File: src/rtl/psr_pkg.sv
package psr_pkg;
  localparam int WORD_W  = 32;
  localparam int FLAG_W  = 4;
  localparam int CTRL_W  = WORD_W - FLAG_W;
  localparam int FLAG_LO = CTRL_W;

  typedef struct packed {
    logic n;
    logic z;
    logic c;
    logic v;
  } flags_t;
endpackage

File: src/rtl/psr_flag_bank.sv
module psr_flag_bank
  import psr_pkg::*;
(
  input  logic              clk,
  input  logic              rst,
  input  logic              wr_en,
  input  logic [FLAG_W-1:0] wr_mask_hi,
  input  logic [FLAG_W-1:0] wr_val_hi,
  input  logic              alu_upd,
  input  logic [FLAG_W-1:0] alu_flags,
  output flags_t            flags
);
  logic sw_hit;
  assign sw_hit = wr_en && (|wr_mask_hi);

  always_ff @(posedge clk) begin
    if (rst) begin
      flags <= '0;
    end else if (sw_hit) begin
      flags <= flags_t'(wr_val_hi);
    end else if (alu_upd) begin
      flags <= flags_t'(alu_flags);
    end
  end


  flag_load_chk: assert property (@(posedge clk) disable iff (rst)
    (!$past(rst) && $past(wr_en) && ($past(wr_mask_hi) != '0))
      |-> (flags == $past(wr_val_hi)));


  alu_load_chk: assert property (@(posedge clk) disable iff (rst)
    (!$past(rst) && $past(alu_upd) && !($past(wr_en) && ($past(wr_mask_hi) != '0)))
      |-> (flags == $past(alu_flags)));


  flag_hold_chk: assert property (@(posedge clk) disable iff (rst)
    (!$past(rst) && !$past(alu_upd) && !($past(wr_en) && ($past(wr_mask_hi) != '0)))
      |-> $stable(flags));
endmodule

File: src/rtl/psr_ctrl_bank.sv
module psr_ctrl_bank
  import psr_pkg::*;
#(
  parameter int               MODE_W     = 6,
  parameter logic [MODE_W-1:0] RESET_MODE = 6'h10
)(
  input  logic              clk,
  input  logic              rst,
  input  logic              wr_en,
  input  logic [CTRL_W-1:0] wr_mask_lo,
  input  logic [CTRL_W-1:0] wr_val_lo,
  output logic [CTRL_W-1:0] ctrl,
  output logic              mode_chg,
  output logic [MODE_W-1:0] mode_new
);
  localparam logic [CTRL_W-1:0] CTRL_RST = CTRL_W'(RESET_MODE);

  logic [CTRL_W-1:0] sel;
  logic [CTRL_W-1:0] ctrl_nx;
  logic              mode_diff;

  assign sel = wr_en ? wr_mask_lo : '0;

  for (genvar b = 0; b < CTRL_W; b++) begin : g_merge
    assign ctrl_nx[b] = sel[b] ? wr_val_lo[b] : ctrl[b];
  end

  assign mode_diff = wr_en &&
    (((ctrl[MODE_W-1:0] ^ wr_val_lo[MODE_W-1:0]) & wr_mask_lo[MODE_W-1:0]) != '0);

  always_ff @(posedge clk) begin
    if (rst) begin
      ctrl     <= CTRL_RST;
      mode_chg <= 1'b0;
      mode_new <= RESET_MODE;
    end else begin
      mode_chg <= mode_diff;
      if (mode_diff) mode_new <= wr_val_lo[MODE_W-1:0];
      ctrl     <= ctrl_nx;
    end
  end


  ctrl_keep_chk: assert property (@(posedge clk) disable iff (rst)
    (!$past(rst) && $past(wr_en))
      |-> (((ctrl ^ $past(ctrl)) & ~$past(wr_mask_lo)) == '0));


  chg_src_chk: assert property (@(posedge clk) disable iff (rst)
    mode_chg |-> (!$past(rst) && $past(wr_en)));


  mode_val_chk: assert property (@(posedge clk) disable iff (rst)
    mode_chg |-> (mode_new == $past(wr_val_lo[MODE_W-1:0])));
endmodule

File: src/rtl/psr_status_reg.sv
module psr_status_reg
  import psr_pkg::*;
#(
  parameter int               MODE_W     = 6,
  parameter logic [MODE_W-1:0] RESET_MODE = 6'h10
)(
  input  logic              clk,
  input  logic              rst,
  input  logic              wr_en,
  input  logic [WORD_W-1:0] wr_data,
  input  logic [WORD_W-1:0] wr_mask,
  input  logic              alu_upd,
  input  logic [FLAG_W-1:0] alu_flags,
  output logic [WORD_W-1:0] rd_data,
  output logic              mode_chg,
  output logic [MODE_W-1:0] mode_new
);
  flags_t            flags;
  logic [CTRL_W-1:0] ctrl;

  psr_flag_bank u_flags (
    .clk        (clk),
    .rst        (rst),
    .wr_en      (wr_en),
    .wr_mask_hi (wr_mask[WORD_W-1:FLAG_LO]),
    .wr_val_hi  (wr_data[WORD_W-1:FLAG_LO]),
    .alu_upd    (alu_upd),
    .alu_flags  (alu_flags),
    .flags      (flags)
  );

  psr_ctrl_bank #(
    .MODE_W     (MODE_W),
    .RESET_MODE (RESET_MODE)
  ) u_ctrl (
    .clk        (clk),
    .rst        (rst),
    .wr_en      (wr_en),
    .wr_mask_lo (wr_mask[CTRL_W-1:0]),
    .wr_val_lo  (wr_data[CTRL_W-1:0]),
    .ctrl       (ctrl),
    .mode_chg   (mode_chg),
    .mode_new   (mode_new)
  );

  assign rd_data = {flags, ctrl};


  idle_hold_chk: assert property (@(posedge clk) disable iff (rst)
    (!$past(rst) && !$past(wr_en)) |-> ($stable(rd_data[CTRL_W-1:0]) && !mode_chg));


  rst_state_chk: assert property (@(posedge clk)
    $past(rst) |-> (rd_data == WORD_W'(RESET_MODE) && !mode_chg));
endmodule

File: config.mk
export PLATFORM = sky130hd
export DESIGN_NAME = psr_status_reg
export DESIGN_NICKNAME = d
export VERILOG_FILES = /design/src/rtl/psr_pkg.sv /design/src/rtl/psr_flag_bank.sv /design/src/rtl/psr_ctrl_bank.sv /design/src/rtl/psr_status_reg.sv
export SDC_FILE = /design/constraint.sdc
export NUM_CORES = 1
export LEC_CHECK = 0
export ABC_CLOCK_PERIOD_IN_PS = 1460
export BUFFER_PORTS_ARGS = -buffer_cell sky130_fd_sc_hd__buf_4
export CORE_MARGIN = 2
export CORE_UTILIZATION = 38
export CTS_BUF_LIST = sky130_fd_sc_hd__clkbuf_16
export CTS_CLUSTER_DIAMETER = 30
export DETAILED_ROUTE_END_ITERATION = 7
export GPL_TIMING_DRIVEN = 0
export MAX_ROUTING_LAYER = met4
export PLACE_DENSITY = 0.83
export SYNTH_ARGS = -nofsm -noshare
export SYNTH_HDL_FRONTEND = slang
export SYNTH_SLANG_ARGS = --single-unit
export TNS_END_PERCENT = 5
File: constraint.sdc
create_clock -name clk -period 1.46 [get_ports clk]
set_input_delay 0.219 -clock clk [delete_from_list [all_inputs] [get_ports clk]]
set_output_delay 0.219 -clock clk [all_outputs]
set_load 0.005 [all_outputs]
After elaboration in Yosys (flattened, before gate mapping)
Index checks and enable logic that the tools add are counted.

Register bits after elaboration: 39. Input port bits: 72. Output and inout port bits: 39. Logic and storage cells: 44.

Mux-type cells: 3. Bitwise operators: 2. Reduce and logical (&&, ||, !) cells: 5.

Operator list (number): 2-to-1 mux 28 bit (1); 2-to-1 mux 4 bit (2); AND 6 bit (1); nonzero test 6 bit (1); XOR 6 bit (1); OR reduction 4 bit (1); logical AND 1 bit (2); nonzero test 2 bit (1).

Depth between registers and ports, before layout
Word-level depth: 4. Depth in mapped cells: 6.

Modules after synthesis
From an unflattened synthesis, not the netlist that was laid out.

Cell total of the unflattened synthesis: 229. Area total of the unflattened synthesis: 1756.7 µm².

By module, submodules not included: psr_ctrl_bank (instances 1, cells each 211, area each 1571.5 µm²); psr_flag_bank (instances 1, cells each 18, area each 185.2 µm²).

Least setup slack after synthesis
OpenSTA, ideal clock, no wires.

Path kind: reg-to-reg. From: reg u_ctrl.ctrl[1]. To: reg u_ctrl.mode_new[1]. Setup time: 62 ps. Arrival time: 1415 ps. Required time: 1398 ps. Setup slack: -17 ps. Stages on the path, launching flop included: 6. Cells stage by stage: dfxtp_1 -> xor2_1 -> a22o_1 -> buf_6 -> or4_1 -> nand3_1.

Word-level cells in the longest chain between the ends: 4.

RTL lines: start: declaration (RTL line psr_ctrl_bank.sv:12) `output logic [CTRL_W-1:0] ctrl,`; start signal: assignment (RTL line psr_ctrl_bank.sv:39) `ctrl <= ctrl_nx;`; XOR 6 bit (RTL line psr_ctrl_bank.sv:29) `(((ctrl[MODE_W-1:0] ^ wr_val_lo[MODE_W-1:0]) & wr_mask_lo[MODE_W-1:0]) != '0);`; AND 6 bit (RTL line psr_ctrl_bank.sv:29); nonzero test 6 bit (RTL line psr_ctrl_bank.sv:29); logical AND 1 bit (RTL line psr_ctrl_bank.sv:28) `assign mode_diff = wr_en &&`; end signal: assignment (RTL line psr_ctrl_bank.sv:38) `if (mode_diff) mode_new <= wr_val_lo[MODE_W-1:0];`; end: declaration (RTL line psr_ctrl_bank.sv:14) `output logic [MODE_W-1:0] mode_new`.

No other way between the ends. A chain may end at the register's enable or synchronous reset.

Final worst setup path
From: reg u_ctrl.ctrl[2]. To: reg u_ctrl.mode_new[5].

The elaborated chain is that of the path after synthesis.

==> flow_metrics.tcl <==
set metrics [dict create \
    synthesis.area_um2 1764 \
    area_delta_synth_final_pct 61.06 \
    wl_met3_um 430 \
    path_class "flip-flop to flip-flop" \
    worst_setup_path_end_kind "flip-flop" \
    crit_fanout 3 \
    clock_skew_ns 0.001503 \
    drt-met1-wl_mm 2.113 \
    seqPwrFrac 0.434 \
    drive_gt1_frac 0.3761 \
    rr_worst_depth 5 \
    core_um2 4414 \
    maxSlewHeadroom 0.5442 \
    hold-path-cell-count 3 \
    async_flop_share 0 \
    ant_nets 0 \
    drt_wl_total_mm 5.168 \
    hold_slack_ns 0.2046 \
    wl_met2_mm 2.575 \
    synth.net_count 303 \
    yosysTopAreaCell "dfxtp_1" \
    final.period_utilization 1.021 \
    grt_max_degree 11 \
    maxSlewViolCount 0 \
    timing.final.ws_setup_ns -0.03059 \
    max_freq_mhz 670.9 \
    ios 111 \
    grt_pass1_wl_mm 7.990 \
    start_kind "flip-flop" \
    die_h_um 72.14 \
    htreeDepth 2 \
    top_layer "met4" \
    dp_slack_ns -0.2382 \
    dr.pass1.iters 4 \
    path_clk_slew_ns 0.05 \
    grt_usage 0.2002 \
    nNetsFinal 424 \
    antenna_found_initial 0 \
    rsz0062_at_grt "yes" \
    num_vias 2031 \
    clock_latency_ns 0.27 \
    die_area_um2 5203 \
    io_buffers 107 \
    synth_seq_cells 39 \
    placedCellCount 390 \
    postLayoutCoreUtil 0.6437 \
    seq_area_frac_synth 0.4426 \
    start_util 0.3997 \
    synth_area_leaders "dfxtp_1, nand2_1, nand3_1" \
    clkSinkCount 39 \
    mostFrequentLayoutCell "buf_4" \
    cts_hold_buf 0 \
    synth_top_area_frac 0.4426 \
    synth_area_per_cell_um2 7.637 \
    synth_cell_types 25 \
    yosysWarnings 0 \
    synth-edff-count 0 \
    gp_congestion 0.8466 \
    p_per_area_nw_per_um2 948.7 \
    vias_per_cell 5.040 \
    antenna_cells 0 \
    dp_hpwl_mm 3.911 \
    maxCapViolCount 0 \
    critPathRequiredTime_ns 1.68 \
    worst_pin_slew_ns 0.6762 \
    syn_inst 231 \
    drcViolationCount 0 \
    synth_flop_cell "dfxtp_1" \
    cts_tree "yes" \
    drt_iter0_drc 56 \
    comb_power_share 0.206 \
    irDropWorstVdd_mv 0.5120 \
    clock_path_buffers 2 \
    leakage_nw 1.331 \
    setup_violations 5 \
    die_w_um 72.14 \
    power_frac_clock 0.360 \
    violations "setup timing" \
    grt_overflow_total 0 \
    layout.cells.non_filler 403 \
    internal_power_mw 2.057 \
    cts_root_buf "clkbuf_16" \
    hp-class "input pin to flip-flop" \
    grt_pass1_vias 1857 \
    power.switching_uw 638.9 \
    crit_arrival_ns 1.71 \
    cts_buffers 5 \
    hold_viol_final 0 \
    layout_common_cells "buf_4, nand2_1, dfxtp_1" \
    rows 24 \
    switching_share 0.2370 \
    wl_per_cell_um 12.82 \
    min_period_ns 1.491 \
    run_status "complete, but fails checks" \
]
worst max-delay path: stages (launching register included):
cell and delay [ns]:
dfxtp_2 0.33, xor2_1 0.14, a22o_1 0.26, buf_4 0.14, or4_4 0.49, nand3_1 0.07
Yosys cell counts, drive strengths merged (3+ instances only):
master,n
o21ai,5
xor2,6
a21oi,32
nand2,61
a22o,3
dfxtp,39
nor2,4
mux2i,4
clkbuf,14
nor3b,5
a211oi,4
buf,3
nand3,34
or4,5
and3,5
flip-flops by register name, summed over array words and instances, names as in the netlist:
register,flops
u_ctrl.ctrl,28
u_ctrl.mode_new,6
u_flags.flags,4
u_ctrl.mode_chg,1
logic make-up after synthesis:
logic type | after synthesis | share of synthesized area
and+or+nand+nor | 115 | 0.2993
AOI/OAI and AO/OA | 48 | 0.1603
DFF | 39 | 0.4426
buffers and inverters | 19 | 0.04538
xor gates and xnor gates | 6 | 0.02979
muxes | 4 | 0.02270
through the flow:
step	power [mW]	area (um2)	TNS [ns]
2_1_floorplan	1.398	1767	0
3_3_place_gp	1.695	2635	-4.106
3_5_place_dp	1.708	2635	-5.318
4_1_cts	2.717	2829	-0.01867
5_1_grt	2.825	2841	-1.123
6_report	2.696	2841	-0.1255
routing by layer:
metal,global-route usage,vias up
li1,-,1039
met3,0.05139,5
met4,0.06289,0
met5,-,-
met2,0.3384,85
met1,0.2325,902
path summary, 6_finish.rpt:
path | startpoint | endpoint | slack, ns
min reg2reg | u_ctrl.ctrl[19] | u_ctrl.ctrl[19] | 0.45
max reg2reg | u_ctrl.ctrl[2] | u_ctrl.mode_new[5] | -0.03
min | wr_data[9] | u_ctrl.ctrl[9] | 0.20
max | u_ctrl.ctrl[2] | u_ctrl.mode_new[5] | -0.03
area by class of cell:
cell class	count	area [um2]
Sequential cell	39	785.8
Clock buffer	5	125.1
Buffer	17	90.09
Inverter	2	7.507
Timing Repair Buffer	114	853.3
Multi-Input combinational cell	173	910.9
Fill cell	386	1573
Clock inverter	1	3.754
Tap cell	52	65.06
timing repair:
item,CTS,global route
buffers inserted,7,0
pin swaps,13,2
endpoints found under the setup margin,4,32
gates resized for setup,6,8
power groups by stage:
stage | clock [mW] | sequential (mW) | combinational, mW
after floorplan | 0 | 1.20 | 0.203
after global placement | 0 | 1.19 | 0.505
after detailed placement | 0 | 1.19 | 0.515
after CTS | 0.997 | 1.17 | 0.549
after global routing | 1.04 | 1.18 | 0.609
final | 0.970 | 1.17 | 0.555
No activity file was read; power rests on OpenSTA's default activity.
